<file path="src/rtl/uart_bank_pkg.sv">
package uart_bank_pkg;
    localparam int REG_W  = 8;
    localparam int ADDR_W = 3;

    localparam logic [REG_W-1:0] ENH_KEY   = 8'hBF;
    localparam logic [REG_W-1:0] ISR_IDLE  = 8'h01;
    localparam logic [REG_W-1:0] IER_LOCK  = 8'hF0;
    localparam logic [REG_W-1:0] FCR_LOCK  = 8'h30;
    localparam logic [REG_W-1:0] MCR_LOCK  = 8'hE0;
    localparam logic [REG_W-1:0] FULL_LOCK = 8'hFF;

    localparam int EFR_ENH_BIT = 4;

    typedef enum logic [1:0] {
        BANK_NORM = 2'd0,
        BANK_DIV  = 2'd1,
        BANK_ENH  = 2'd2
    } bank_e;

    typedef struct packed {
        logic [REG_W-1:0] lcr;
        logic [REG_W-1:0] ier;
        logic [REG_W-1:0] fcr;
        logic [REG_W-1:0] mcr;
        logic [REG_W-1:0] dll;
        logic [REG_W-1:0] dlm;
        logic [REG_W-1:0] efr;
        logic [REG_W-1:0] irpw;
        logic [REG_W-1:0] xfr;
        logic [REG_W-1:0] xon1;
        logic [REG_W-1:0] xon2;
        logic [REG_W-1:0] xoff1;
        logic [REG_W-1:0] xoff2;
    } regs_t;

    function automatic bank_e pick_bank(input logic [REG_W-1:0] lcr);
        if (lcr == ENH_KEY)  return BANK_ENH;
        else if (lcr[REG_W-1]) return BANK_DIV;
        else                 return BANK_NORM;
    endfunction

    // Bits under mask keep their old value when locked.
    function automatic logic [REG_W-1:0] lock_merge(
        input logic [REG_W-1:0] old_v,
        input logic [REG_W-1:0] new_v,
        input logic [REG_W-1:0] mask,
        input logic             locked
    );
        if (locked) return (old_v & mask) | (new_v & ~mask);
        else        return new_v;
    endfunction
endpackage

</file>
<file path="src/rtl/uart_bank_sel.sv">
module uart_bank_sel
    import uart_bank_pkg::*;
(
    input  logic [REG_W-1:0] lcr,
    output bank_e            bank
);
    always_comb bank = pick_bank(lcr);
endmodule

</file>
<file path="src/rtl/uart_bank_store.sv">
module uart_bank_store
    import uart_bank_pkg::*;
(
    input  logic              clk,
    input  logic              rst,
    input  bank_e             bank,
    input  logic [ADDR_W-1:0] addr,
    input  logic              wr_en,
    input  logic [REG_W-1:0]  wdata,
    output regs_t             regs
);
    regs_t nxt;
    logic  locked;

    always_comb begin
        locked = !regs.efr[EFR_ENH_BIT];
        nxt    = regs;
        if (wr_en) begin
            unique case (addr)
                3'd0: begin
                    if (bank == BANK_DIV)      nxt.dll  = wdata;
                    else if (bank == BANK_ENH) nxt.irpw = lock_merge(regs.irpw, wdata, FULL_LOCK, locked);
                end
                3'd1: begin
                    if (bank == BANK_DIV)      nxt.dlm = wdata;
                    else if (bank == BANK_ENH) nxt.xfr = lock_merge(regs.xfr, wdata, FULL_LOCK, locked);
                    else                       nxt.ier = lock_merge(regs.ier, wdata, IER_LOCK, locked);
                end
                3'd2: begin
                    if (bank == BANK_ENH) nxt.efr = wdata;
                    else                  nxt.fcr = lock_merge(regs.fcr, wdata, FCR_LOCK, locked);
                end
                3'd3: nxt.lcr = wdata;
                3'd4: begin
                    if (bank == BANK_ENH) nxt.xon1 = wdata;
                    else                  nxt.mcr  = lock_merge(regs.mcr, wdata, MCR_LOCK, locked);
                end
                3'd5: if (bank == BANK_ENH) nxt.xon2  = wdata;
                3'd6: if (bank == BANK_ENH) nxt.xoff1 = wdata;
                3'd7: if (bank == BANK_ENH) nxt.xoff2 = wdata;
                default: ;
            endcase
        end
    end

    always_ff @(posedge clk) begin
        if (rst) regs <= '0;
        else     regs <= nxt;
    end
endmodule

</file>
<file path="src/rtl/uart_bank_rdmux.sv">
module uart_bank_rdmux
    import uart_bank_pkg::*;
#(
    parameter logic [REG_W-1:0] REV_ID = 8'h01,
    parameter logic [REG_W-1:0] DEV_ID = 8'h04
) (
    input  bank_e             bank,
    input  regs_t             regs,
    input  logic [ADDR_W-1:0] addr,
    input  logic              rd_en,
    output logic [REG_W-1:0]  rdata
);
    logic             div_zero;
    logic [REG_W-1:0] sel;

    always_comb begin
        div_zero = (regs.dll == '0) && (regs.dlm == '0);
        sel      = '0;
        unique case (addr)
            3'd0: begin
                if (bank == BANK_DIV)      sel = div_zero ? REV_ID : regs.dll;
                else if (bank == BANK_ENH) sel = regs.irpw;
            end
            3'd1: begin
                if (bank == BANK_DIV)      sel = div_zero ? DEV_ID : regs.dlm;
                else if (bank == BANK_ENH) sel = regs.xfr;
                else                       sel = regs.ier;
            end
            3'd2: sel = (bank == BANK_ENH) ? regs.efr : ISR_IDLE;
            3'd3: sel = regs.lcr;
            3'd4: sel = (bank == BANK_ENH) ? regs.xon1 : regs.mcr;
            3'd5: if (bank == BANK_ENH) sel = regs.xon2;
            3'd6: if (bank == BANK_ENH) sel = regs.xoff1;
            3'd7: if (bank == BANK_ENH) sel = regs.xoff2;
            default: ;
        endcase
        rdata = rd_en ? sel : '0;
    end
endmodule

</file>
<file path="src/rtl/uart_bank_regs.sv">
module uart_bank_regs
    import uart_bank_pkg::*;
#(
    parameter logic [7:0] REV_ID = 8'h01,
    parameter logic [7:0] DEV_ID = 8'h04
) (
    input  logic        clk,
    input  logic        rst,
    input  logic [2:0]  addr,
    input  logic        wr_en,
    input  logic        rd_en,
    input  logic [7:0]  wdata,
    output logic [7:0]  rdata,
    output logic [7:0]  lcr_q,
    output logic [7:0]  ier_q,
    output logic [7:0]  fcr_q,
    output logic [7:0]  mcr_q,
    output logic [15:0] divisor_q,
    output logic [7:0]  irpw_q,
    output logic [7:0]  xfr_q,
    output logic [7:0]  xon1_q,
    output logic [7:0]  xon2_q,
    output logic [7:0]  xoff1_q,
    output logic [7:0]  xoff2_q,
    output logic        auto_cts_en,
    output logic        auto_rts_en,
    output logic        spec_char_en,
    output logic        enh_en,
    output logic [3:0]  swfc_mode
);
    bank_e bank;
    regs_t regs;

    uart_bank_sel u_sel (
        .lcr  (regs.lcr),
        .bank (bank)
    );

    uart_bank_store u_store (
        .clk   (clk),
        .rst   (rst),
        .bank  (bank),
        .addr  (addr),
        .wr_en (wr_en),
        .wdata (wdata),
        .regs  (regs)
    );

    uart_bank_rdmux #(.REV_ID(REV_ID), .DEV_ID(DEV_ID)) u_rd (
        .bank  (bank),
        .regs  (regs),
        .addr  (addr),
        .rd_en (rd_en),
        .rdata (rdata)
    );

    assign lcr_q        = regs.lcr;
    assign ier_q        = regs.ier;
    assign fcr_q        = regs.fcr;
    assign mcr_q        = regs.mcr;
    assign divisor_q    = {regs.dlm, regs.dll};
    assign irpw_q       = regs.irpw;
    assign xfr_q        = regs.xfr;
    assign xon1_q       = regs.xon1;
    assign xon2_q       = regs.xon2;
    assign xoff1_q      = regs.xoff1;
    assign xoff2_q      = regs.xoff2;
    assign auto_cts_en  = regs.efr[7];
    assign auto_rts_en  = regs.efr[6];
    assign spec_char_en = regs.efr[5];
    assign enh_en       = regs.efr[4];
    assign swfc_mode    = regs.efr[3:0];
endmodule

</file>
<file path="config.mk">
export PLATFORM = sky130hd
export DESIGN_NAME = uart_bank_regs
export DESIGN_NICKNAME = d
export VERILOG_FILES = /design/src/rtl/uart_bank_pkg.sv /design/src/rtl/uart_bank_sel.sv /design/src/rtl/uart_bank_store.sv /design/src/rtl/uart_bank_rdmux.sv /design/src/rtl/uart_bank_regs.sv
export SDC_FILE = /design/constraint.sdc
export NUM_CORES = 1
export LEC_CHECK = 0
export ABC_CLOCK_PERIOD_IN_PS = 2300
export BUFFER_PORTS_ARGS = -buffer_cell sky130_fd_sc_hd__buf_2
export CELL_PAD_IN_SITES_DETAIL_PLACEMENT = 1
export CELL_PAD_IN_SITES_GLOBAL_PLACEMENT = 1
export CORE_MARGIN = 4
export CORE_UTILIZATION = 36
export DETAILED_ROUTE_END_ITERATION = 6
export PLACE_DENSITY_LB_ADDON = 0.1
export SKIP_CTS_REPAIR_TIMING = 1
export SLEW_MARGIN = 20
export SYNTH_ARGS = -nofsm -noshare
export SYNTH_HDL_FRONTEND = slang
export SYNTH_SLANG_ARGS = --single-unit
</file>
<file path="constraint.sdc">
create_clock -name clk -period 2.3 [get_ports clk]
set_input_delay 0.46 -clock clk [delete_from_list [all_inputs] [get_ports clk]]
set_output_delay 0.46 -clock clk [all_outputs]
set_load 0.01 [all_outputs]
</file>
Yosys cells after proc, flatten, opt, wreduce, memory -nomap -nowiden --
Index checks and enable logic that the tools add are counted.
Word-level totals: word-level logic and storage cells 63, output and inout port bits 112, register bits after elaboration 104
Cells by class: equality and inequality tests 10, muxes and demuxes 18, bitwise operators 5, reduce and logical (&&, ||, !) cells 17
Operator list (count):
- 2-to-1 mux 8 bit | 15
- one-hot mux 8 bit (8 select lines) | 1
- AND reduction 3 bit | 9
- logical NOT 8 bit | 2
- equality test 3 bit (second input constant) | 4
- AND reduction 5 bit | 2
- equality test 8 bit (second input constant) | 1
- OR 6 x 8 -> 8 bit | 1
- OR 8 x 4 -> 8 bit | 1
- OR 8 x 5 -> 8 bit | 1
- equality test 3 x 2 -> 1 bit (second input constant) | 2
- AND reduction 4 bit | 1
- equality test 3 x 1 -> 1 bit (second input constant) | 1
- logical NOT 3 bit | 1
- equality test 2 x 1 -> 1 bit (second input constant) | 1
- equality test 2 bit (second input constant) | 1
- 2-to-1 mux 2 bit | 1
- inverter 1 bit | 2
- AND reduction 2 bit | 1
- logical AND 1 bit | 1
- 2-to-1 mux 1 bit | 1

Depth between registers and ports, before layout --
depth in word-level cells 7, gate-level depth with buffers 8

Cells and area by module --
From an unflattened synthesis, not the netlist that was laid out.
Second synthesis, totals: cells, all modules 526, area total of the unflattened synthesis 5421.4 sq um
Modules (own cells, without submodules):
- uart_bank_store | times used 1, cells an instance 390, area an instance 4261.6 sq um
- uart_bank_rdmux | times used 1, cells an instance 131, area an instance 1109.8 sq um
- uart_bank_sel | times used 1, cells an instance 5, area an instance 50.0 sq um

Least setup slack after synthesis --
No wires, ideal clock.
kind input-to-output, start in addr[1], end out rdata[2], path slack 0.032 ns, required time 1.840 ns, data arrival time 1.808 ns, cell stages on the path 6, buffers on the path 2, cells stage by stage buf_4 -> buf_2 -> mux2_2 -> a221oi_1 -> nor3_1 -> o311a_1
On the way: longest elaborated chain between the ends 3, elaborated cells between the ends (all ways) 10
RTL lines:
- start, declared | RTL line uart_bank_regs.sv:9 | input logic [2:0] addr,
- equality test 3 bit, or another cell as far along | RTL line uart_bank_rdmux.sv:19 | unique case (addr)
- one-hot mux 8 bit (8 select lines) (*) | RTL line uart_bank_rdmux.sv:19
- 2-to-1 mux 8 bit (*) | RTL line uart_bank_rdmux.sv:37 | rdata = rd_en ? sel : '0;
- end, declared | RTL line uart_bank_regs.sv:13 | output logic [7:0] rdata,
Mark *: on every way between the ends. The rest lies on a longest branch, timed or not.

Worst setup path after layout --
start reg, netlist name u_store.regs[102], end out rdata[4]
On the way: longest elaborated chain between the ends 7, elaborated cells between the ends (all ways) 15
RTL lines:
- equality test 8 bit (*) | RTL line uart_bank_pkg.sv:37 | if (lcr == ENH_KEY) return BANK_ENH;
- 2-to-1 mux 2 bit (*) | RTL line uart_bank_pkg.sv:37
- equality test 2 bit
- 2-to-1 mux 8 bit, on equally long branches | RTL line uart_bank_rdmux.sv:26, uart_bank_rdmux.sv:22
- 2-to-1 mux 8 bit, on equally long branches | RTL line uart_bank_rdmux.sv:25, uart_bank_rdmux.sv:21
- one-hot mux 8 bit (8 select lines) (*) | RTL line uart_bank_rdmux.sv:19
- 2-to-1 mux 8 bit (*) | RTL line uart_bank_rdmux.sv:37
Marked as above.

==> flow_summary.toml <==
[finish]
fin_util_pct = 51.1
top_regs = "u_store.regs: 104 flops"
drive_above_1_share_pct = 40.9
top_register = "u_store.regs"
final_cells = 893
nets = 727
areaGrowthSynthToFinish_pct = 39.3
layout_common_cells = "125 x buf_2, 99 x nor2_1, 96 x dfxtp_1, 95 x mux2i_1, 85 x buf_4"
fin_area_sq_mm = 0.00676
largest_register_ffs = 104
antenna_cells = 0
layout_commonest_cell = "buf_2"

[placed_design]
dpl_cell_area_sq_mm = 0.00621
gp_congestion = 0.956
hpwl_um = 14200
place_ws_ps = -374
portBuffers = 126
dp_cells = 873

[global_route]
gr-usage-all-layers_pct = 24.7
overflow = 0
grt_start_max_net_pins = 105
grt_pass1_wl_um = 28000
antenna_found_initial = 0
grt_pass1_vias = 4726

[synth]
yosys.area.top_type_share_pct = 42.9
yosysTopAreaCell = "dfxtp_1"
yosysSeqAreaShare_pct = 42.9
synth-seq-cells = 104
ys_top_cells_by_area = "dfxtp_1 43%, mux2i_1 20%, nor2_1 7.7%"
synth-edff-count = 0
ys.warnings.count = 0
netlist_instances = 525
postSynth.asyncResetShare_pct = 0
synth_ff_type = "dfxtp_1"
syn_area_per_cell_sq_um = 9.24
netlist_area_sq_mm = 0.00485
syn_nets = 540
synth.distinct_cells = 49

[detailed_routing]
wl_um = 19500
ant_nets = 0
drt_iter0_drc = 237
routedWlPerCell_um = 21.9
dr.pass1.iters = 5
drc = 0
num_vias = 4782
avgViaCountPerCell = 5.35

[setup_path]
reg2reg_depth = 7
rr_endpoint = "u_store.regs[41]"
cp.depth = 7
crit_chain = "nand4b_1 > nor2_4 > buf_6 > nor3_4 > a221o_1 > o311a_1 > buf_2"
crit_path_end_kind = "output port"
critPathKind = "reg2out"
worstSetupStartpointType = "flop"
worst-path-buf-inv = 2
cp.required_ps = 1840
cp_slowest_stage_delay_ps = 360
critPathSlowestCell = "a221o_1"
r2r_setup_slack_ps = 230
r2r_start = "u_store.regs[102]"
cp_top_family = "simple AND/OR/NAND/NOR gates"
arrival_ps = 2100
crit_path_max_fanout = 7

[pwr]
vdd_drop_max_mv = 0.308
p_leak_nw = 3.28
power.density_mw_per_mm2 = 537
power.total_mw = 3.63

[hold_path]
hold_depth = 2
worstHoldStart = "u_store.regs[82]"
hp-class = "reg2reg"
min_to = "u_store.regs[82]"

[cts]
clockBufferDepth = 2
cts_tree = "built"
worstSkewPairLatency_ps = 360
cts.clk_slew.worst_paths_ps = 70
htree_levels = 3
cts-root-buf = "clkbuf_16"
clock-sinks = 104
cts_buffers = 9

[sta]
slew_viol_final = 0
finalSetupViolCount = 8
rsz0062_at_grt = "yes"
min_period_ps = 2560
max-slew-margin-rel_pct = 66.3
worst_slew_pin_slew_ps = 505
fin_skew_ps = 8.70
period_share_pct = 112
tns_ps = -1920
hold_viol = 0
max_freq_mhz = 390
holdWs_ps = 502
finalWorstSetupSlack_ps = -265

[floorplan]
die_w_um = 124
io_pins = 127
die-area_sq_mm = 0.0154
coreArea_sq_mm = 0.0132
initial_core_util_pct = 36.6
die_h_um = 124
fp-row-count = 42

[job]
cap_violations = 0

[status]
violations = "setup timing"
status = "complete, but fails checks"
[kinds of logic after synthesis]
logic type,count (synthesis),share of synthesized area [%]
buffers and inverters,47,4.05
AO/OA/AOI/OAI,75,10.9
multiplexers,105,22.4
flip-flops,104,42.9
AND/OR/NAND/NOR,194,19.8
[how the worst max path moves through the flow]
stage                           start  endpoint  slack, ps
floorplan                     addr[1]  rdata[2]         30
global placement              addr[1]  rdata[7]       -310
detailed placement            addr[1]  rdata[5]       -370
CTS                 u_store.regs[102]  rdata[5]       -630
global route        u_store.regs[102]  rdata[1]       -320
finish              u_store.regs[102]  rdata[4]       -260
[worst min-delay path: stages, from the launching register on]
cell     delay (ps)
dfxtp_1         330
mux2i_1          70
nor2_1           70
[cells in the mapped netlist, drive strengths merged, types with 3 or more instances]
| cell type | n |
|---|---|
| clkbuf | 29 |
| dfxtp | 104 |
| nand4 | 4 |
| a211oi | 4 |
| nor2b | 4 |
| o32ai | 4 |
| o311a | 4 |
| o21ai | 7 |
| nor2 | 100 |
| nand2b | 3 |
| nand3 | 15 |
| nor3 | 7 |
| mux2 | 8 |
| buf | 15 |
| mux2i | 95 |
| a221oi | 8 |
| o211ai | 5 |
| a221o | 5 |
| a21oi | 26 |
| nand4b | 3 |
| a22oi | 3 |
| nor4 | 7 |
| nor3b | 3 |
| nand2 | 34 |
| and3 | 4 |
| inv | 3 |
[power by group]
group          switching [mW]  internal, mW  leakage [nW]
Combinational           0.194         0.107          2.29
Clock                   0.711         0.802         0.147
Sequential            0.00877          1.81         0.842
Total                   0.914          2.72          3.28
[per-layer routing]
| metal | track usage (%) | wire length (um) | part of all wire (%) |
|---|---|---|---|
| met3 | 3.45 | 708 | 3.6 |
| met4 | 6.50 | 205 | 1.0 |
| met1 | 32.8 | 8850 | 45 |
| met2 | 42.2 | 9770 | 50 |
| met5 | 0 | 0 | 0 |
[layout make-up]
class | instances | area (sq um)
inverters | 3 | 11.3
clock inverters | 5 | 36.3
clock buffers | 11 | 253
fillers | 1587 | 6480
well taps | 176 | 220
repair buffers | 219 | 1370
multi-input cells | 375 | 2780
flip-flops and latches | 104 | 2090
Power figures use the tool's default switching activity.
